[src/rtl/legacy_prefix_scanner.sv]
module legacy_prefix_scanner #(
  parameter int MAX_LEN = 15,
  localparam int CW = $clog2(MAX_LEN + 1)
) (
  input  logic          clk,
  input  logic          rst_n,
  input  logic          mode64,
  input  logic          byte_valid,
  input  logic [7:0]    byte_in,
  output logic          opcode_valid,
  output logic [7:0]    opcode,
  output logic          escape,
  output logic [CW-1:0] pfx_count,
  output logic [2:0]    seg_sel,
  output logic          lock,
  output logic [1:0]    rep_kind,
  output logic          opsize_ovr,
  output logic          adsize_ovr,
  output logic          ext_w,
  output logic          ext_r,
  output logic          ext_x,
  output logic          ext_b,
  output logic          len_fault
);

  localparam logic [CW-1:0] LIMIT = CW'(MAX_LEN);

  logic [CW-1:0] len_q, pcnt_q;
  logic          esc_q, lock_q, os_q, as_q;
  logic [2:0]    seg_q;
  logic [1:0]    rep_q;
  logic [3:0]    ext_q;

  logic [2:0] seg_code;
  always_comb begin
    case (byte_in)
      8'h26:   seg_code = 3'd1;
      8'h2E:   seg_code = 3'd2;
      8'h36:   seg_code = 3'd3;
      8'h3E:   seg_code = 3'd4;
      8'h64:   seg_code = 3'd5;
      8'h65:   seg_code = 3'd6;
      default: seg_code = 3'd0;
    endcase
  end

  wire is_lock   = byte_in == 8'hF0;
  wire is_repne  = byte_in == 8'hF2;
  wire is_rep    = byte_in == 8'hF3;
  wire is_os     = byte_in == 8'h66;
  wire is_as     = byte_in == 8'h67;
  wire is_esc    = byte_in == 8'h0F;
  wire is_legacy = (seg_code != 3'd0) | is_lock | is_repne | is_rep | is_os | is_as;
  wire is_ext    = mode64 & (byte_in[7:4] == 4'h4);
  wire at_limit  = len_q == LIMIT;
  wire take_op   = byte_valid & ~at_limit & (esc_q | (~is_legacy & ~is_ext & ~is_esc));

  always_ff @(posedge clk) begin
    if (!rst_n) begin
      len_q <= '0; pcnt_q <= '0; esc_q <= 1'b0; lock_q <= 1'b0;
      os_q <= 1'b0; as_q <= 1'b0; seg_q <= '0; rep_q <= '0; ext_q <= '0;
      opcode_valid <= 1'b0; opcode <= '0; escape <= 1'b0; pfx_count <= '0;
      seg_sel <= '0; lock <= 1'b0; rep_kind <= '0; opsize_ovr <= 1'b0;
      adsize_ovr <= 1'b0; {ext_w, ext_r, ext_x, ext_b} <= '0; len_fault <= 1'b0;
    end else begin
      opcode_valid <= 1'b0;
      len_fault    <= 1'b0;
      if (byte_valid) begin
        if (at_limit || take_op) begin
          if (at_limit) begin
            len_fault <= 1'b1;
          end else begin
            opcode_valid <= 1'b1;
            opcode       <= byte_in;
            escape       <= esc_q;
            pfx_count    <= pcnt_q;
            seg_sel      <= seg_q;
            lock         <= lock_q;
            rep_kind     <= rep_q;
            opsize_ovr   <= os_q;
            adsize_ovr   <= as_q;
            {ext_w, ext_r, ext_x, ext_b} <= ext_q;
          end
          len_q <= '0; pcnt_q <= '0; esc_q <= 1'b0; lock_q <= 1'b0;
          os_q <= 1'b0; as_q <= 1'b0; seg_q <= '0; rep_q <= '0; ext_q <= '0;
        end else begin
          len_q <= len_q + 1'b1;
          if (is_esc) begin
            esc_q <= 1'b1;
          end else if (is_legacy) begin
            pcnt_q <= pcnt_q + 1'b1;
            ext_q  <= '0;
            if (seg_code != 3'd0) seg_q <= seg_code;
            if (is_lock)  lock_q <= 1'b1;
            if (is_repne) rep_q  <= 2'd1;
            if (is_rep)   rep_q  <= 2'd2;
            if (is_os)    os_q   <= 1'b1;
            if (is_as)    as_q   <= 1'b1;
          end else begin
            pcnt_q <= pcnt_q + 1'b1;
            ext_q  <= byte_in[3:0];
          end
        end
      end
    end
  end

  AST_STROBE_XOR_FAULT: assert property (@(posedge clk) disable iff (!rst_n)
    !(opcode_valid && len_fault));
  AST_FAULT_ON_EXTRA_BYTE: assert property (@(posedge clk) disable iff (!rst_n)
    len_fault |-> $past(rst_n) && $past(byte_valid) && $past(len_q) == LIMIT);
  AST_PFX_BELOW_LIMIT: assert property (@(posedge clk) disable iff (!rst_n)
    opcode_valid |-> pfx_count < LIMIT);
  AST_ESC_NEXT_IS_OPCODE: assert property (@(posedge clk) disable iff (!rst_n)
    $past(rst_n) && $past(byte_valid) && $past(esc_q) && $past(len_q) != LIMIT
    |-> opcode_valid && escape && opcode == $past(byte_in));
  AST_LEGACY32_OPCODE: assert property (@(posedge clk) disable iff (!rst_n)
    $past(rst_n) && $past(byte_valid) && !$past(mode64) && !$past(esc_q)
    && $past(byte_in[7:4]) == 4'h4 && $past(len_q) != LIMIT
    |-> opcode_valid && !ext_w && !ext_r && !ext_x && !ext_b);

endmodule

[config.mk]
export PLATFORM = sky130hd
export DESIGN_NAME = legacy_prefix_scanner
export DESIGN_NICKNAME = d
export VERILOG_FILES = /design/src/rtl/legacy_prefix_scanner.sv
export SDC_FILE = /design/constraint.sdc
export NUM_CORES = 1
export LEC_CHECK = 0
export BUFFER_PORTS_ARGS = -buffer_cell sky130_fd_sc_hd__buf_4
export CORE_MARGIN = 2
export CORE_UTILIZATION = 55
export DETAILED_ROUTE_END_ITERATION = 6
export PLACE_DENSITY = 0.79
export SLEW_MARGIN = 20
export SYNTH_ARGS = -nofsm -noshare
export SYNTH_HDL_FRONTEND = slang
export SYNTH_SLANG_ARGS = --single-unit
[constraint.sdc]
create_clock -name clk -period 2.1 [get_ports clk]
set_input_delay 0.315 -clock clk [delete_from_list [all_inputs] [get_ports clk]]
set_output_delay 0.315 -clock clk [all_outputs]
set_load 0.03 [all_outputs]
==> results.json, run 1 <==
{
  "hold-path-cell-count": 3,
  "clockBufferDepth": 2,
  "synthTopCellsByArea": "dfxtp_1 43%, mux2i_1 11%, nand2_1 9.3%",
  "slew_violations": 0,
  "ys_types": 49,
  "post-route-period-util": 0.868,
  "crit_arrival_ns": 2.04,
  "final_nets": 295,
  "clk-insertion-delay-late_ns": 0.30,
  "drive_above_1_share": 0.224,
  "io_pins": 39,
  "synth.net_count": 260,
  "die_h_um": 67.5,
  "fmax_mhz": 548,
  "nFillCells": 333,
  "fp.dieW_um": 67.5,
  "die-area_sq_um": 4560,
  "dr_total_vias": 1859,
  "cts_root_buf": "clkbuf_8",
  "ys_seq_elements": 48,
  "grt_max_degree": 49,
  "p_leak_nw": 1.04,
  "synthToLayoutAreaGrowth_pct": 17.5,
  "avgViaCountPerCell": 5.62,
  "gp_congestion": 0.864,
  "syn_inst": 246,
  "cts-buffers-inserted": 5,
  "fp.coreArea_sq_um": 3940,
  "total_power_mw": 1.64,
  "dp_slack_ns": 0.169,
  "async_flop_share": 0,
  "grt-ovfl-total": 0,
  "worst_pin_slew_ns": 0.533,
  "setup_tns_ns": 0,
  "criticalPathCategory": "register to register",
  "maxCapViolCount": 0,
  "dr.first_iter.drc_count": 103,
  "yosysTopAreaCell": "dfxtp_1",
  "dp_hpwl_mm": 3.49,
  "drc": 0,
  "p_clk_frac": 0.311,
  "port_buffers": 38,
  "antenna_cells": 0,
  "avgRoutedWirePerCell_um": 14.4,
  "grt_antenna_before_repair": 0,
  "final-setup-viol-count": 0,
  "grt_pass1_vias": 1691,
  "status": "finished, final reports clean",
  "htree_levels": 2,
  "synth-main-ff-cell": "dfxtp_1",
  "path_clk_slew_ns": 0.08,
  "synth_area_sq_um": 2220,
  "maxSlewHeadroom": 0.640,
  "finalClockSkew_ns": 0.00496,
  "start_util": 0.563,
  "wirelength_mm": 4.76,
  "grt.total_usage": 0.224,
  "drt.antenna.violating_nets": 0,
  "intPower_mw": 1.22,
  "ys_seq_area_frac": 0.433,
  "pwr-share-comb": 0.122,
  "worst_setup_path_end_kind": "register",
  "power.density_nw_per_um2": 627,
  "hold_path_class": "primary input to register",
  "ctsResizeCount": 0,
  "synth-edff-count": 0,
  "power_switching_uw": 415,
  "num_rows": 23,
  "cts.sinks": 48,
  "p_sw_frac": 0.253,
  "seqPwrFrac": 0.568,
  "vdd_drop_max_v": 0.000558,
  "drtPass1Iterations": 4,
  "avgSynthCellArea_sq_um": 9.03,
  "fin_crit_ns": 1.82,
  "yosysWarningCount": 0,
  "cts_tree": "built",
  "grt_pass1_wl_mm": 7.58,
  "ctsHoldBuffers": 0,
  "cp_max_fo": 6,
  "netlist.area_leader.share": 0.433,
  "finalHoldViolCount": 0,
  "cp.required_ns": 2.31,
  "rsz0062_at_grt": "no",
  "reg2reg_depth": 6,
  "finalWorstSetupSlack_ns": 0.276,
  "crit_path_start_kind": "register",
  "post_cts_buffers": 0
}
==> kinds of logic after synthesis <==
logic type / after synthesis / share of synthesized area
simple gates: 103 / 0.221
flops: 48 / 0.433
compound gates: 43 / 0.153
mux: 25 / 0.113
buf+inv: 20 / 0.0490
xor+xnor: 5 / 0.0197
fa+ha+maj: 2 / 0.0113
==> cell usage in the layout (no fill, tap or decap), types with 2 or more instances in the layout <==
cell type	instances
ha_1	2
mux2i_1	24
nor3_1	3
o211ai_1	3
nor2_1	13
nor3_2	2
clkinv_1	2
clkbuf_8	5
nand4_1	9
a22o_1	2
a22oi_1	4
nand3_1	8
a41oi_1	2
nand2_1	55
a31oi_1	2
nand2b_1	3
xor2_1	5
buf_4	45
o21ai_0	4
a21oi_1	4
dfxtp_1	48
a31o_2	2
a211oi_1	7
==> power groups by stage <==
stage	sequential, mW	combinational [mW]	clock (mW)
4_1_cts	0.929	0.199	0.526
5_1_grt	0.931	0.213	0.563
2_1_floorplan	0.974	0.116	0
3_5_place_dp	0.951	0.199	0
3_3_place_gp	0.951	0.196	0
6_report	0.929	0.199	0.509
==> metrics by stage <==
| stage | cells | hold slack (ns) | util | instance area, sq um |
|---|---|---|---|---|
| floorplan | 246 | 0.438 | - | 2220 |
| global placement | 324 | 0.444 | 0.642 | 2530 |
| detailed placement | 324 | 0.451 | 0.642 | 2530 |
| CTS | 331 | 0.298 | 0.662 | 2610 |
| global route | 331 | 0.303 | 0.662 | 2610 |
| finish | 331 | 0.307 | 0.662 | 2610 |
==> worst paths after layout <==
kind | start | to | slack (ns)
hold reg to reg | seg_sel[1] | seg_sel[1] | 0.46
hold / removal | byte_in[7] | opcode[7] | 0.31
setup reg to reg | len_q[0] | pcnt_q[3] | 0.28
setup / recovery | len_q[0] | pcnt_q[3] | 0.28
==> routing by layer <==
metal / vias up / global-route usage / part of all wire
met3: 14 / 0.0617 / 0.042
met1: 851 / 0.272 / 0.45
met4: 0 / 0.107 / 0.024
li1: 952 / - / -
met5: - / 0 / 0
met2: 42 / 0.365 / 0.49
==> cells in the mapped netlist, types with 5 or more instances <==
| master | number |
|---|---|
| dfxtp_1 | 48 |
| nand4_1 | 9 |
| nand3_1 | 8 |
| xor2_1 | 5 |
| mux2i_1 | 24 |
| nor2_1 | 13 |
| a211oi_1 | 7 |
| clkbuf_1 | 10 |
| nand2_1 | 55 |
==> worst max-delay path, cell delays in order (launching register included) <==
cell and delay (ns):
dfxtp_1 0.34, ha_1 0.25, a31o_2 0.31, o41a_1 0.40, nand4_1 0.16, xor2_1 0.08
a211oi_1 0.19
==> state kept, by name, summed over array words and instances, names as in the netlist, 2 cells and up <==
signal	cells
ext_q	4
seg_sel	3
pfx_count	4
rep_q	2
seg_q	3
rep_kind	2
pcnt_q	4
len_q	4
opcode	8
==> area by class of cell <==
class                   count  area [sq um]  area share
clock inverters             1          5.00     0.00192
flip-flops and latches     48           961       0.368
well taps                  50          62.6      0.0240
multi-input cells         178          1160       0.444
inverters                   3          11.3     0.00431
repair buffers             45           338       0.129
clock buffers               6          72.6      0.0278
(Power assumes the default switching activity.)
==> inputs of run 2 (changes only) <==
CORE_UTILIZATION = 26   (was 55)
PLACE_DENSITY = default   (was 0.79)
==> run 2 against run 1 <==
  * Sequential share of layout area is 1.4 points lower
  * Clock skew is 0.00050 ns lower
  * Count of clock-buffer cells in the layout unchanged
  * Cell area is 4.0% higher
  * Final cell count grew 17%
  * Hold slack gained 0.0083 ns
  * Setup slack lost 0.0078 ns
==> results.json, run 2 (synthesis gave the netlist of run 1 again) <==
{
  "status": "finished, final reports clean",
  "final_common_cell": "nand2_1",
  "die_h_um": 96.4,
  "place_area_sq_um": 2610,
  "grt-ovfl-total": 0,
  "ctsResizeCount": 0,
  "largest_reg_flops": 8,
  "layout_common_cells": "55 x nand2_1, 48 x dfxtp_1, 43 x buf_4",
  "cp_slowest_cell": "o41a_1",
  "setup_tns_ns": 0,
  "crit_chain": "ha_1, a31o_2, o41a_1, nand4_1, xor2_1, a211oi_1",
  "place_inst": 378,
  "grt_pass1_vias": 1800,
  "cts-buffers-inserted": 5,
  "maxSlewHeadroom": 0.567,
  "drc": 0,
  "ctsHoldBuffers": 0,
  "dr.first_iter.drc_count": 117,
  "regArea_sq_um": 961,
  "clk-insertion-delay-late_ns": 0.30,
  "synthToLayoutAreaGrowth_pct": 22.2,
  "power.density_nw_per_um2": 656,
  "drtPass1Iterations": 4,
  "hold_path_class": "primary input to register",
  "cts.sinks": 48,
  "start_util": 0.269,
  "grt_pass1_wl_mm": 8.69,
  "p_leak_nw": 1.05,
  "fin_crit_ns": 1.83,
  "grt_max_degree": 37,
  "avgViaCountPerCell": 4.95,
  "htree_levels": 2,
  "r2r-start": "len_q[0]",
  "cp.required_ns": 2.31,
  "final_nets": 294,
  "gp_congestion": 0.921,
  "crit_path_start_kind": "register",
  "crit_arrival_ns": 2.04,
  "largest-register": "opcode",
  "wirelength_mm": 5.36,
  "post_cts_buffers": 0,
  "reg2reg_depth": 6,
  "rsz0062_at_grt": "no",
  "finalNonFillerCells": 386,
  "r2r_setup_slack_ns": 0.27,
  "vdd_drop_max_v": 0.000301,
  "dp_hpwl_mm": 3.92,
  "worst_setup_path_end_kind": "register",
  "nFillCells": 889,
  "maxCapViolCount": 0,
  "io_pins": 39,
  "multiInputGateArea_sq_um": 1160,
  "fp.coreArea_sq_um": 8260,
  "drive_above_1_share": 0.224,
  "dr_total_vias": 1912,
  "drt.antenna.violating_nets": 0,
  "postLayoutCellArea_sq_um": 2710,
  "final-setup-viol-count": 0,
  "finalClockSkew_ns": 0.00445,
  "grt_antenna_before_repair": 0,
  "finalHoldViolCount": 0,
  "antenna_cells": 0,
  "cts_tree": "built",
  "fp.dieW_um": 96.4,
  "fmax_mhz": 546,
  "avgRoutedWirePerCell_um": 13.9,
  "die-area_sq_um": 9300,
  "cpPeakStageDelay_ns": 0.41,
  "worst_pin_slew_ns": 0.645,
  "path_clk_slew_ns": 0.08,
  "clockBufferDepth": 2,
  "grt.total_usage": 0.121,
  "timing.rr.end": "pcnt_q[3]",
  "post-route-period-util": 0.872,
  "cp-endpoint": "pcnt_q[3]",
  "cp_max_fo": 6,
  "cp-startpoint": "len_q[0]",
  "slew_violations": 0,
  "port_buffers": 38,
  "num_rows": 33,
  "cts_root_buf": "clkbuf_8",
  "criticalPathCategory": "register to register"
}
-- run 2: cell type report --
cell class,count,share of cell area
multi-input cells,178,0.427
clock buffers,6,0.0267
inverters,3,0.00415
clock inverters,2,0.0129
repair buffers,44,0.126
flip-flops and latches,48,0.354
well taps,105,0.0484
-- run 2: stage by stage --
stage,util,power [mW],setup slack [ns],hold WS (ns)
after floorplan,-,1.09,0.326,0.438
after global placement,0.316,1.15,0.0729,0.446
after detailed placement,0.316,1.16,0.0718,0.450
after CTS,0.329,1.80,0.256,0.306
after global routing,0.329,1.87,0.158,0.322
final,0.329,1.78,0.269,0.315
-- run 2: worst min path at each step --
stage / startpoint / to / slack (ns) / cells past startpoint
final: byte_in[5] / opcode[5] / 0.32 / 3
after CTS: byte_in[2] / ext_q[2] / 0.31 / 3
after global placement: opsize_ovr / opsize_ovr / 0.45 / 2
after floorplan: os_q / opsize_ovr / 0.44 / 2
after global routing: byte_in[4] / opcode[4] / 0.32 / 3
after detailed placement: ext_w / ext_w / 0.45 / 2
-- run 2: critical path: cells and delay by family, from the launching register on --
| kind | cells | cell delay, ns |
|---|---|---|
| AND/OR/NAND/NOR | 1 | 0.16 |
| XOR/XNOR | 1 | 0.08 |
| flip-flops | 1 | 0.34 |
| adder cells (fa/ha/maj) | 1 | 0.24 |
| AO/OA/AOI/OAI | 3 | 0.92 |
-- run 2: metal layers --
metal | up-vias | GRT usage | routed length (um) | share of wire
li1 | 942 | - | - | -
met1 | 922 | 0.148 | 2410 | 0.45
met4 | 0 | 0.0493 | 122 | 0.023
met5 | - | 0 | 0 | 0
met3 | 10 | 0.0272 | 208 | 0.039
met2 | 38 | 0.204 | 2620 | 0.49
-- run 2: report_power, final --
group | leakage [nW] | switching (mW) | internal [mW] | total (mW)
registers | 0.388 | 0.00728 | 0.923 | 0.930
logic | 0.609 | 0.128 | 0.0752 | 0.203
clock network | 0.0552 | 0.293 | 0.353 | 0.647
==> inputs of run 3 (changes only) <==
==> constraint.sdc (replaced) <==
create_clock -name clk -period 2.1 [get_ports clk]
set_input_delay 0.21 -clock clk [delete_from_list [all_inputs] [get_ports clk]]
set_output_delay 0.21 -clock clk [all_outputs]
set_load 0.03 [all_outputs]
==> run 3 against run 2 <==
  * Count of clock-buffer cells in the layout unchanged
  * Setup slack worse by 0.020 ns
  * Sequential cell count unchanged
  * Sequential share of layout area unchanged
  * Routed wire length up 0.90%
  * Largest cell class unchanged
  * Hold slack worse by 0.11 ns
  * Sequential power about the same
  * Cell area unchanged
==> results.json, run 3 (synthesis gave the netlist of run 1 again) <==
{
  "status": "finished, final reports clean",
  "globalRoute.busiestLayer": "met2",
  "ctsHoldBuffers": 0,
  "dp_slack_ns": 0.197,
  "maxCapViolCount": 0,
  "crit_path_start_kind": "register",
  "gp_congestion": 0.926,
  "grt_pass1_wl_mm": 8.74,
  "finish.utilization": 0.329,
  "hold_path_class": "primary input to register",
  "drive_above_1_share": 0.224,
  "drc": 0,
  "worst_setup_path_end_kind": "register",
  "grt_antenna_before_repair": 0,
  "port_buffers": 38,
  "clk-insertion-delay-late_ns": 0.30,
  "num_rows": 33,
  "cp.required_ns": 2.30,
  "largest-register": "opcode",
  "rsz0062_at_grt": "no",
  "wirelength_mm": 5.41,
  "grt.met3_usage": 0.0287,
  "grtUsageMet2": 0.210,
  "fp.coreArea_sq_um": 8260,
  "cts_root_buf": "clkbuf_8",
  "io_pins": 39,
  "nFillCells": 904,
  "layout_common_cells": "55 x nand2_1, 48 x dfxtp_1, 43 x buf_4",
  "criticalPathCategory": "register to register",
  "drt.antenna.violating_nets": 0,
  "total_power_mw": 1.78,
  "avgRoutedWirePerCell_um": 14.0,
  "dr_total_vias": 1894,
  "grt-ovfl-total": 0,
  "post-route-period-util": 0.882,
  "post_cts_buffers": 0,
  "finalClockSkew_ns": 0.00620,
  "cts_tree": "built",
  "power.density_nw_per_um2": 657,
  "finalHoldViolCount": 0,
  "die_h_um": 96.4,
  "grt_max_degree": 37,
  "setup_tns_ns": 0,
  "postLayoutCellArea_sq_um": 2710,
  "grt_pass1_vias": 1850,
  "crit_arrival_ns": 2.06,
  "maxSlewHeadroom": 0.574,
  "cp_max_fo": 6,
  "grt.met1_usage": 0.149,
  "die-area_sq_um": 9300,
  "grt.total_usage": 0.122,
  "fp.dieW_um": 96.4,
  "cts.sinks": 48,
  "ctsResizeCount": 0,
  "fmax_mhz": 540,
  "htree_levels": 2,
  "slew_violations": 0,
  "final_nets": 294,
  "antenna_cells": 0,
  "dp_hpwl_mm": 3.93,
  "dr.first_iter.drc_count": 60,
  "start_util": 0.269,
  "clockBufferDepth": 2,
  "final-setup-viol-count": 0,
  "path_clk_slew_ns": 0.09,
  "largest_reg_flops": 8,
  "place_area_sq_um": 2610,
  "fin_crit_ns": 1.85,
  "vdd_drop_max_v": 0.000241,
  "worst_pin_slew_ns": 0.635,
  "synthToLayoutAreaGrowth_pct": 22.2,
  "cts-buffers-inserted": 5,
  "drtPass1Iterations": 4,
  "p_leak_nw": 1.05,
  "final_common_cell": "nand2_1",
  "avgViaCountPerCell": 4.91,
  "finalWorstSetupSlack_ns": 0.248
}
-- run 3: cell counts in the layout (fill, tap and decap cells not counted) --
Identical to the previous run, type by type.
-- run 3: worst max-delay path, cell delays in order (launching register included) --
cell	delay, ns
dfxtp_1	0.34
ha_1	0.25
a31o_2	0.32
o41a_1	0.42
nand4_1	0.16
xor2_1	0.08
a211oi_1	0.19
-- run 3: layout make-up --
cell class                      count  area (sq um)  area share
Multi-Input combinational cell    178          1160       0.427
Clock inverter                      2          35.0      0.0129
Sequential cell                    48           961       0.354
Clock buffer                        6          72.6      0.0267
Timing Repair Buffer               44           343       0.126
Tap cell                          105           131      0.0484
Inverter                            3          11.3     0.00415
-- run 3: per-layer routing --
layer  up-vias  wire (um)
li1        949          -
met1       905       2460
met2        31       2650
met3         9        233
met4         0         72
met5         -          0
-- run 3: report_power, final --
part	switching, mW	internal [mW]
Clock	0.298	0.354
Combinational	0.128	0.0749
Sequential	0.00737	0.923
Total	0.433	1.35
-- run 3: worst paths after layout --
path	startpoint	end	slack, ns	cells past startpoint
max reg2reg	len_q[0]	pcnt_q[3]	0.25	6
min reg2reg	ext_b	ext_b	0.46	2
max	len_q[0]	pcnt_q[3]	0.25	6
min	byte_in[7]	opcode[7]	0.21	3
-- run 3: metrics by stage --
step	hold slack, ns	std cells
after floorplan	0.352	246
after global placement	0.447	378
after detailed placement	0.447	378
after CTS	0.199	386
after global routing	0.219	386
final	0.205	386
